--- src/rtl/irq_arb_pkg.sv ---
package irq_arb_pkg;

    typedef enum logic [1:0] {
        TRIG_LEVEL = 2'd0,
        TRIG_RISE  = 2'd1,
        TRIG_FALL  = 2'd2,
        TRIG_RSVD  = 2'd3
    } trig_e;

    typedef enum logic [1:0] {
        ST_IDLE   = 2'd0,
        ST_ACTIVE = 2'd1,
        ST_CHAIN  = 2'd2
    } hst_e;

    localparam logic [7:0] HW_VERSION = 8'h01;

    // level: upper n bits of the control byte, unused low bits forced high
    function automatic logic [7:0] lvl_of(input logic [7:0] ctl, input logic [3:0] n);
        return ctl | (8'hFF >> n);
    endfunction

    // priority: bits below the level field, left-aligned, filled with ones
    function automatic logic [7:0] prio_of(input logic [7:0] ctl, input logic [3:0] n);
        logic [15:0] t;
        t = {ctl, 8'hFF} << n;
        return t[15:8];
    endfunction

endpackage

--- src/rtl/irq_src_slot.sv ---
module irq_src_slot
    import irq_arb_pkg::*;
#(
    parameter int CTLBITS = 4
) (
    input  logic               clk,
    input  logic               rst_n,
    input  logic               raw,
    input  logic               wr_en,
    input  logic               w_en,
    input  logic [1:0]         w_mode,
    input  logic [CTLBITS-1:0] w_ctl,
    input  logic               ack_hit,
    output logic               pend,
    output logic               en,
    output trig_e              mode,
    output logic [7:0]         ctl
);
    localparam int LOB = 8 - CTLBITS;

    logic s1, s2, s3;
    logic rise, fall;
    logic [CTLBITS-1:0] ctl_q;

    always_ff @(posedge clk or negedge rst_n) begin
        if (!rst_n) begin
            s1 <= 1'b0;
            s2 <= 1'b0;
            s3 <= 1'b0;
        end else begin
            s1 <= raw;
            s2 <= s1;
            s3 <= s2;
        end
    end

    assign rise = s2 & ~s3;
    assign fall = ~s2 & s3;

    always_ff @(posedge clk or negedge rst_n) begin
        if (!rst_n) begin
            pend <= 1'b0;
        end else begin
            unique case (mode)
                TRIG_RISE: begin
                    if (rise)         pend <= 1'b1;
                    else if (ack_hit) pend <= 1'b0;
                end
                TRIG_FALL: begin
                    if (fall)         pend <= 1'b1;
                    else if (ack_hit) pend <= 1'b0;
                end
                default: pend <= s2;
            endcase
        end
    end

    always_ff @(posedge clk or negedge rst_n) begin
        if (!rst_n) begin
            en    <= 1'b0;
            mode  <= TRIG_LEVEL;
            ctl_q <= '0;
        end else if (wr_en) begin
            en    <= w_en;
            mode  <= trig_e'(w_mode);
            ctl_q <= w_ctl;
        end
    end

    generate
        if (LOB == 0) begin : g_full
            assign ctl = ctl_q;
        end else begin : g_part
            assign ctl = {ctl_q, {LOB{1'b1}}};
        end
    endgenerate

endmodule

--- src/rtl/irq_arb_pick.sv ---
module irq_arb_pick #(
    parameter int NSRC = 16,
    parameter int IDW  = 4
) (
    input  logic [NSRC-1:0] cand,
    input  logic [7:0]      lvl  [NSRC],
    input  logic [7:0]      prio [NSRC],
    output logic            win_vld,
    output logic [IDW-1:0]  win_id,
    output logic [7:0]      win_lvl
);
    localparam int KW = 16 + IDW;

    logic [KW-1:0] key;
    logic [KW-1:0] best_key;
    logic [7:0]    unused_prio;

    // key ordering: level, then priority, then source number
    always_comb begin
        win_vld  = 1'b0;
        best_key = '0;
        key      = '0;
        for (int i = 0; i < NSRC; i++) begin
            key = {lvl[i], prio[i], IDW'(i)};
            if (cand[i] && (!win_vld || key > best_key)) begin
                best_key = key;
                win_vld  = 1'b1;
            end
        end
    end

    assign win_id      = best_key[IDW-1:0];
    assign win_lvl     = best_key[KW-1:IDW+8];
    assign unused_prio = best_key[IDW+7:IDW];

endmodule

--- src/rtl/irq_level_stack.sv ---
module irq_level_stack #(
    parameter int DEPTH = 4,
    localparam int DW = $clog2(DEPTH + 1),
    localparam int PW = $clog2(DEPTH)
) (
    input  logic          clk,
    input  logic          rst_n,
    input  logic          push,
    input  logic          pop,
    input  logic [7:0]    push_lvl,
    output logic [7:0]    top_lvl,
    output logic [DW-1:0] depth
);
    logic [7:0]    mem [DEPTH];
    logic [DW-1:0] dm1;

    assign dm1 = depth - 1'b1;

    always_ff @(posedge clk or negedge rst_n) begin
        if (!rst_n) begin
            depth <= '0;
            for (int i = 0; i < DEPTH; i++) mem[i] <= '0;
        end else if (push && depth < DW'(DEPTH)) begin
            mem[depth[PW-1:0]] <= push_lvl;
            depth              <= depth + 1'b1;
        end else if (pop && depth != '0) begin
            depth <= dm1;
        end
    end

    assign top_lvl = (depth == '0) ? 8'd0 : mem[dm1[PW-1:0]];

endmodule

--- src/rtl/core_irq_arbiter.sv ---
module core_irq_arbiter
    import irq_arb_pkg::*;
#(
    parameter int NSRC    = 16,
    parameter int CTLBITS = 4,
    parameter int DEPTH   = 4,
    parameter int AW      = 13,
    localparam int IDW = (NSRC > 1) ? $clog2(NSRC) : 1,
    localparam int DW  = $clog2(DEPTH + 1)
) (
    input  logic            clk,
    input  logic            rst_n,
    input  logic            reg_we,
    input  logic [AW-1:0]   reg_addr,
    input  logic [15:0]     reg_wdata,
    output logic [31:0]     reg_rdata,
    input  logic [NSRC-1:0] irq_in,
    output logic            irq_req,
    output logic [IDW-1:0]  irq_id,
    output logic [7:0]      irq_lvl,
    output logic            irq_tail,
    input  logic            irq_ack,
    input  logic            irq_done
);
    localparam logic [AW-1:0] A_CFG  = AW'(0);
    localparam logic [AW-1:0] A_INFO = AW'(1);
    localparam logic [AW-1:0] A_THR  = AW'(2);

    logic [3:0]  nl_q;
    logic [7:0]  thr_q;
    logic        unused_wd;

    logic [NSRC-1:0] pend_w, en_w, cand, ack_hit;
    trig_e           mode_w [NSRC];
    logic [7:0]      ctl_w  [NSRC];
    logic [7:0]      lvl_w  [NSRC];
    logic [7:0]      prio_w [NSRC];
    logic [31:0]     word_w [NSRC];

    logic            win_vld;
    logic [IDW-1:0]  win_id;
    logic [7:0]      win_lvl;
    logic [7:0]      act_lvl;
    logic [DW-1:0]   depth;
    logic            eligible, take_ack, take_done;
    hst_e            st_q, st_d;

    assign unused_wd = ^reg_wdata;

    // global configuration words
    always_ff @(posedge clk or negedge rst_n) begin
        if (!rst_n) begin
            nl_q  <= 4'd0;
            thr_q <= 8'd0;
        end else if (reg_we) begin
            if (reg_addr == A_CFG)
                nl_q <= (reg_wdata[3:0] > 4'd8) ? 4'd8 : reg_wdata[3:0];
            if (reg_addr == A_THR)
                thr_q <= reg_wdata[7:0];
        end
    end

    // per-source state
    generate
        for (genvar i = 0; i < NSRC; i++) begin : g_src
            logic wr_i;
            assign wr_i = reg_we && reg_addr[AW-1] && (reg_addr[AW-2:0] == (AW-1)'(i));

            irq_src_slot #(.CTLBITS(CTLBITS)) u_slot (
                .clk     (clk),
                .rst_n   (rst_n),
                .raw     (irq_in[i]),
                .wr_en   (wr_i),
                .w_en    (reg_wdata[1]),
                .w_mode  (reg_wdata[3:2]),
                .w_ctl   (reg_wdata[15:16-CTLBITS]),
                .ack_hit (ack_hit[i]),
                .pend    (pend_w[i]),
                .en      (en_w[i]),
                .mode    (mode_w[i]),
                .ctl     (ctl_w[i])
            );

            assign lvl_w[i]   = lvl_of(ctl_w[i], nl_q);
            assign prio_w[i]  = prio_of(ctl_w[i], nl_q);
            assign cand[i]    = pend_w[i] && en_w[i] && (lvl_w[i] > thr_q);
            assign ack_hit[i] = take_ack && (win_id == IDW'(i));
            assign word_w[i]  = {16'd0, ctl_w[i], 4'd0, mode_w[i], en_w[i], pend_w[i]};
        end
    endgenerate

    irq_arb_pick #(.NSRC(NSRC), .IDW(IDW)) u_pick (
        .cand    (cand),
        .lvl     (lvl_w),
        .prio    (prio_w),
        .win_vld (win_vld),
        .win_id  (win_id),
        .win_lvl (win_lvl)
    );

    irq_level_stack #(.DEPTH(DEPTH)) u_stack (
        .clk      (clk),
        .rst_n    (rst_n),
        .push     (take_ack),
        .pop      (take_done),
        .push_lvl (win_lvl),
        .top_lvl  (act_lvl),
        .depth    (depth)
    );

    assign eligible  = win_vld && (win_lvl > act_lvl) && (depth < DW'(DEPTH));
    assign take_done = (st_q == ST_ACTIVE) && irq_done;
    assign take_ack  = eligible && irq_ack && !take_done;

    // state register
    always_ff @(posedge clk or negedge rst_n) begin
        if (!rst_n) st_q <= ST_IDLE;
        else        st_q <= st_d;
    end

    // next state
    always_comb begin
        st_d = st_q;
        unique case (st_q)
            ST_IDLE: begin
                if (take_ack) st_d = ST_ACTIVE;
            end
            ST_ACTIVE: begin
                if (take_done) st_d = ST_CHAIN;
            end
            ST_CHAIN: begin
                if (take_ack)       st_d = ST_ACTIVE;
                else if (!eligible) st_d = (depth != '0) ? ST_ACTIVE : ST_IDLE;
            end
            default: st_d = ST_IDLE;
        endcase
    end

    // outputs
    always_comb begin
        irq_req  = eligible;
        irq_tail = (st_q == ST_CHAIN) && eligible;
        irq_id   = win_id;
        irq_lvl  = win_lvl;
    end

    // register read
    always_comb begin
        reg_rdata = '0;
        if (reg_addr[AW-1]) begin
            for (int i = 0; i < NSRC; i++)
                if (reg_addr[AW-2:0] == (AW-1)'(i)) reg_rdata = word_w[i];
        end else if (reg_addr == A_CFG) begin
            reg_rdata = {28'd0, nl_q};
        end else if (reg_addr == A_INFO) begin
            reg_rdata = {7'd0, 4'(CTLBITS), 13'(NSRC), HW_VERSION};
        end else if (reg_addr == A_THR) begin
            reg_rdata = {24'd0, thr_q};
        end
    end

endmodule

--- config.mk ---
export PLATFORM = sky130hd
export DESIGN_NAME = core_irq_arbiter
export DESIGN_NICKNAME = d
export VERILOG_FILES = /design/src/rtl/irq_arb_pkg.sv /design/src/rtl/irq_src_slot.sv /design/src/rtl/irq_arb_pick.sv /design/src/rtl/irq_level_stack.sv /design/src/rtl/core_irq_arbiter.sv
export SDC_FILE = /design/constraint.sdc
export NUM_CORES = 1
export LEC_CHECK = 0
export BUFFER_PORTS_ARGS = -buffer_cell sky130_fd_sc_hd__buf_2
export CAP_MARGIN = 30
export CORE_MARGIN = 4
export CORE_UTILIZATION = 44
export DETAILED_ROUTE_END_ITERATION = 8
export GPL_TIMING_DRIVEN = 0
export PLACE_DENSITY = 0.58
export SLEW_MARGIN = 10
export SYNTH_ARGS = -nofsm -noshare
export SYNTH_HDL_FRONTEND = slang
export SYNTH_SLANG_ARGS = --single-unit
--- constraint.sdc ---
create_clock -name clk -period 42.1 [get_ports clk]
set_input_delay 8.42 -clock clk [delete_from_list [all_inputs] [get_ports clk]]
set_output_delay 8.42 -clock clk [all_outputs]
set_load 0.05 [all_outputs]
Yosys cells after proc, flatten, opt, wreduce, memory -nomap -nowiden
Index checks and enable logic that the tools add are counted.
- shift operators: 17
- divide/modulo/power cells: 0
- bitwise logic cells: 82
- $lt $le $gt $ge: 37
- mux-type cells: 132
- multipliers: 0
- eq/ne operators: 69
- reductions and logical operators: 130
- $add $sub $neg: 2
- operators with widths (kind ; count):
    32-bit two-way mux ; 16
    20-bit two-way mux ; 16
    20-bit > comparator ; 15
    16-bit by 4-bit left shift with 16-bit output ; 16
    8-bit > comparator ; 17
    8-bit OR ; 16
    12-bit by 4-bit equality test with 1-bit output (second input constant) ; 8
    1-bit logical AND ; 89
    1-bit two-way mux ; 65
    12-bit by 3-bit equality test with 1-bit output (second input constant) ; 4
    24-bit two-way mux ; 2
    8-bit two-way mux ; 5
    2-bit by 1-bit equality test with 1-bit output (second input constant) ; 17
    2-bit equality test (second input constant) ; 17
    1-bit AND ; 32
    32-bit bitwise mux ; 1
    4-bit equality test (second input constant) ; 8
    1-bit inverter ; 32
    1-bit case mux with 2 select lines ; 16
    12-bit by 2-bit equality test with 1-bit output (second input constant) ; 2
    8-bit binary-select mux with 2-bit select ; 1
    8-bit demux with 2-bit select ; 1
    4-bit by 3-bit equality test with 1-bit output (second input constant) ; 4
    1-bit logical NOT ; 16
    30 further kinds ; 53
- register bits after elaboration: 225
- latch bits: 0
- RAM bits: 0
- memories kept: 0
- input port bits: 50
- output and inout bits: 46
- bits in read-only memories: 0
- logic and storage cells: 589

Logic depth before layout (Yosys ltp)
- depth after elaboration: 74
- depth in mapped cells: 170
- gate-level depth less buffers: 157

Hierarchy
Synthesis repeated with hierarchy kept, for this count alone.
- cells, all modules: 3548
- area total of the unflattened synthesis: 29930.0 um^2
- modules (own cells, without submodules) (module ; cells an instance ; instances ; sequential area each (um^2) ; area an instance (um^2)):
    core_irq_arbiter ; 1593 ; 1 ; 350.3 ; 11146.9
    irq_arb_pick ; 1345 ; 1 ; 0.0 ; 9810.7
    irq_src_slot ; 31 ; 16 ; 275.3 ; 449.2
    irq_level_stack ; 114 ; 1 ; 875.8 ; 1785.5

Worst setup path after synthesis
OpenSTA, ideal clock, no wires.
- path kind: register to output
- from: register nl_q[2]
- to: output irq_tail
- setup slack: 3149 ps
- required time: 33680 ps
- data arrival time: 30531 ps
- cell stages (with the launch flop): 154
- path buffers: 17
- cell sequence: dfrtp_1 -> clkbuf_1 -> or2_2 -> a21oi_1 -> nor2_1 -> inv_1 -> ha_1 -> nand4_1 -> o211ai_1 -> a21o_1 -> buf_2 -> or2_2 -> ha_1 -> a211oi_1 -> a211oi_2 -> a2111oi_4 -> a21oi_1 -> a2bb2oi_1 -> [118 not listed] -> o22ai_1 -> ha_1 -> a21o_1 -> a21oi_1 -> nor2b_1 -> o21ai_0 -> a31oi_1 -> a311oi_1 -> or2_2 -> clkbuf_1 -> nor2_1 -> a21oi_1 -> ha_1 -> and3_1 -> a31oi_1 -> o21ai_0 -> nand2b_1 -> nor3_1
- cells in the longest elaborated chain, start to end: 69
- elaborated cells on any way between the ends: 161
- classes of those cells: order compare: 32; shift: 17; mux: 32; bitwise: 16; reduce/logical: 64
- RTL lines (what ; line ; RTL):
    start, declared ; core_irq_arbiter.sv:29 ; logic [3:0] nl_q;
    start signal, assigned ; core_irq_arbiter.sv:57 ; nl_q <= (reg_wdata[3:0] > 4'd8) ? 4'd8 : reg_wdata[3:0];
    8-bit by 4-bit right shift with 8-bit output ; irq_arb_pkg.sv:20 ; return ctl | (8'hFF >> n);
    8-bit OR ; irq_arb_pkg.sv:20 ;
    8-bit > comparator ; core_irq_arbiter.sv:86 ; assign cand[i] = pend_w[i] && en_w[i] && (lvl_w[i] > thr_q);
    1-bit logical AND ; core_irq_arbiter.sv:86 ;
    20-bit two-way mux / 1-bit two-way mux (equally long branches) ; irq_arb_pick.sv:25 ; if (cand[i] && (!win_vld || key > best_key)) begin
    20-bit > comparator / 1-bit logical NOT (equally long branches) ; irq_arb_pick.sv:25 ;
    1-bit logical OR ; irq_arb_pick.sv:25 ;
    1-bit logical AND ; irq_arb_pick.sv:25 ;
    [53 not listed] ; n/a ;
    20-bit > comparator / 1-bit logical NOT (equally long branches) ; irq_arb_pick.sv:25 ;
    1-bit logical OR ; irq_arb_pick.sv:25 ;
    1-bit logical AND ; irq_arb_pick.sv:25 ;
    20-bit two-way mux * ; irq_arb_pick.sv:25 ;
    via irq_lvl[4] ; core_irq_arbiter.sv:20 ; output logic [7:0] irq_lvl,
    8-bit > comparator * ; core_irq_arbiter.sv:111 ; assign eligible = win_vld && (win_lvl > act_lvl) && (depth < DW'(DEPTH));
    1-bit logical AND * (2 in a row) ; core_irq_arbiter.sv:111 ;
    1-bit logical AND * ; core_irq_arbiter.sv:142 ; irq_tail = (st_q == ST_CHAIN) && eligible;
    end, declared ; core_irq_arbiter.sv:21 ; output logic irq_tail,
The timed path passes the listed nets; every way through them passes the cells marked *.

Worst setup path in the final report
- from: register nl_q[2]
- to: output irq_req
- cells in the longest elaborated chain, start to end: 68
- elaborated cells on any way between the ends: 160
- classes of those cells: order compare: 32; shift: 17; mux: 32; bitwise: 16; reduce/logical: 63
- RTL lines (what ; line ; RTL):
    8-bit by 4-bit right shift with 8-bit output ; irq_arb_pkg.sv:20 ;
    8-bit OR ; irq_arb_pkg.sv:20 ;
    8-bit > comparator ; core_irq_arbiter.sv:86 ;
    1-bit logical AND ; core_irq_arbiter.sv:86 ;
    20-bit two-way mux / 1-bit two-way mux (equally long branches) ; irq_arb_pick.sv:25 ;
    20-bit > comparator / 1-bit logical NOT (equally long branches) ; irq_arb_pick.sv:25 ;
    1-bit logical OR ; irq_arb_pick.sv:25 ;
    1-bit logical AND ; irq_arb_pick.sv:25 ;
    [51 not listed] ; n/a ;
    1-bit logical AND ; irq_arb_pick.sv:25 ;
    20-bit two-way mux / 1-bit two-way mux (equally long branches) ; irq_arb_pick.sv:25 ;
    20-bit > comparator / 1-bit logical NOT (equally long branches) ; irq_arb_pick.sv:25 ;
    1-bit logical OR ; irq_arb_pick.sv:25 ;
    1-bit logical AND ; irq_arb_pick.sv:25 ;
    20-bit two-way mux ; irq_arb_pick.sv:25 ;
    8-bit > comparator ; core_irq_arbiter.sv:111 ;
    1-bit logical AND * (2 in a row) ; core_irq_arbiter.sv:111 ;
    end, declared ; core_irq_arbiter.sv:18 ; output logic irq_req,
Every way passes the cells marked *; elsewhere a longest branch is shown, timed or not.

==> flow_summary.yaml <==
route:
  drc: 0
  via_per_inst: 6.25
  dr.pass1.iters: 6
  dr.first_iter.drc_count: 1604
  ant_nets: 0
  wl_per_cell_microns: 24.5
  vias: 18643
  drt-total-wl_mm: 73.2
timing:
  final-max-slew-violation-count: 0
  max-slew-margin-rel: 0.315
  finalSetupViolations: 0
  holdWs_ps: 342
  timing.fmax_mhz: 24.6
  finalHoldViolations: 0
  tns_ps: 0
  finalCritPeriodShare: 0.967
  worst_clock_skew_ps: 27.8
  finalWorstSetupSlack_ps: 1400
  tightest_slew_ps: 1030
  finalCriticalPeriod_ps: 40700
setup_path:
  r2r_cells: 154
  crit_fanout: 10
  cp_slowest_cell: "or4_1"
  crit_end: "irq_req"
  start_kind: "register"
  cp.required_ps: 33680
  setup.worst_path.start: "nl_q[2]$_DFFE_PN0P_"
  crit_top_cell: "ha_1"
  endpoint_kind: "output pin"
  critPathArrivalTime_ps: 32280
  r2r_end: "g_src[2].u_slot.pend$_DFF_PN0_"
  max_stage_delay_ps: 570
  crit_type: "reg2out"
  ff2ff_setup_slack_ps: 9010
  rr_startpoint: "nl_q[2]$_DFFE_PN0P_"
final_layout:
  fin_area_sq_um: 22500
  nets: 2691
  utilization: 0.508
  most-common-layout-cells: "ha_1 (263), dfrtp_1 (213), nand2_1 (191), o21ai_0 (145), nor2_1 (132)"
  drive_above_1_share: 0.197
  final_common_cell: "ha_1"
  syn_to_final_growth_pct: 13.8
grt:
  grt_max_degree: 110
  antenna_found_initial: 1
  grt_pass1_wl_mm: 110
  overflow: 0
  grtUsageTotal: 0.297
  grt_pass1_vias: 18101
floorplanning:
  die_x_microns: 220
  io_pins: 96
  die_y_microns: 220
  rows: 77
  die-area_sq_um: 48400
  core_area_sq_um: 44300
  initial_core_util: 0.446
placed_design:
  portBuffers: 74
  dpl_worst_slack_ps: -3990
  dpl_cell_area_sq_um: 21200
  gp_congestion: 0.958
  dp_hpwl_mm: 58.9
logic_synthesis:
  syn-cell-area_sq_um: 19800
  ys_seq_elements: 213
  synthFlopType: "dfrtp_1"
  yosysWarnings: 0
  yosysUniqueCellTypes: 98
  synth.avg_cell_area_sq_um: 8.88
  synth-seq-area-share: 0.269
  syn_inst: 2228
  synthArstFlopShare: 1.00
  synth-edff-count: 0
outcome:
  status: "complete, no violations"
clock_network:
  holdBufCountCts: 0
  cts_buffer_depth: 3
  cts-root-buf: "clkbuf_16"
  cts_tree: "yes"
  clkTransAtPathRegs_ps: 70
  cts_buffers: 20
  h-tree-depth: 1
  cts_sinks: 213
  clk_latency_ps: 530
hold_path:
  hold_start: "g_src[15].u_slot.s1$_DFF_PN0_"
  min_path_type: "reg2reg"
power_and_ir_drop:
  powerDensity_nw_per_um2: 19.8
  p_leak_nw: 10.0
  ir_drop_v: 0.0000434
job:
  maxCapViolations: 0
[what timing repair did]
item,in CTS,in global routing
gates resized for setup,51,87
endpoints found under the hold margin,0,0
setup endpoints to repair,10,10
pin swaps,3,19
buffers inserted,7,19
[how the worst min path moves through the flow]
stage	endpoint	slack, ps	cells past startpoint
6_report	g_src[15].u_slot.s2$_DFF_PN0_	340	0
5_1_grt	g_src[3].u_slot.s2$_DFF_PN0_	350	0
4_1_cts	g_src[12].u_slot.s2$_DFF_PN0_	350	0
3_5_place_dp	g_src[11].u_slot.s2$_DFF_PN0_	330	0
3_3_place_gp	g_src[15].u_slot.s2$_DFF_PN0_	330	0
2_1_floorplan	g_src[0].u_slot.s2$_DFF_PN0_	330	0
[Yosys cell counts, drive strengths merged (30+ instances only)]
master,count,area [sq um]
nor3,42,215
inv,88,330
clkbuf,61,229
buf,57,360
ha,263,3290
nand4,35,249
mux2i,57,571
a211oi,30,245
and2,37,231
o211ai,58,455
dfrtp,213,5330
nor2,140,531
nand2,194,731
nand2b,62,388
o21ai,159,800
a21o,51,383
o21a,48,360
a21oi,126,646
nand3,40,205
nor2b,45,282
mux2,127,1430
[state kept, by name (all words and copies together), names as in the netlist]
register and flops:
g_src.u_slot.mode 32, g_src.u_slot.s1 16, u_stack.mem 20, g_src.u_slot.ctl_q 64, g_src.u_slot.en 16, g_src.u_slot.s2 16, thr_q 8, g_src.u_slot.pend 16
g_src.u_slot.s3 16, u_stack.depth 3, nl_q 4, st_q 2
[logic make-up after synthesis]
group	after synthesis	synth area share
other	1	0.000190
adder cells (fa/ha/maj)	263	0.166
flip-flops	213	0.269
multiplexers	189	0.107
buffers and inverters	206	0.0465
AO/OA/AOI/OAI	672	0.235
AND/OR/NAND/NOR	683	0.175
XOR/XNOR	1	0.000443
[cell type report]
| type | instances | area (sq um) |
|---|---|---|
| multi-input combinational | 1823 | 14000 |
| clock buffer | 24 | 546 |
| inverter | 88 | 330 |
| clock inverter | 8 | 82.6 |
| timing repair buffer | 118 | 833 |
| buffer | 114 | 637 |
| sequential | 213 | 5330 |
| fill | 4238 | 21800 |
| tap | 592 | 741 |
| antenna | 1 | 2.50 |
[routing by layer]
layer	GRT usage	vias up	part of all wire
met1	0.433	9254	0.47
met4	0.0766	0	0.027
met3	0.0336	104	0.062
li1	-	8624	-
met5	0	-	0
met2	0.468	661	0.44
[worst max-delay path: cells and delay by family (launching register included)]
family / cells / cell delay, ps
compound gates: 80 / 16100
simple gates: 32 / 6170
fa+ha+maj: 17 / 4760
buf+inv: 21 / 3950
flops: 1 / 410
mux: 1 / 260
[power breakdown]
group          leakage, nW  switching (mW)  internal (mW)
clock network        0.311          0.0785         0.0987
logic                 7.02          0.0372         0.0197
registers             2.70         0.00363          0.209
[metrics by stage]
step	instances	power, mW
finish	2981	0.447
global route	2980	0.465
CTS	2963	0.451
detailed placement	2925	0.272
global placement	2908	0.270
floorplan	2242	0.251
Power figures use the tool's default switching activity.
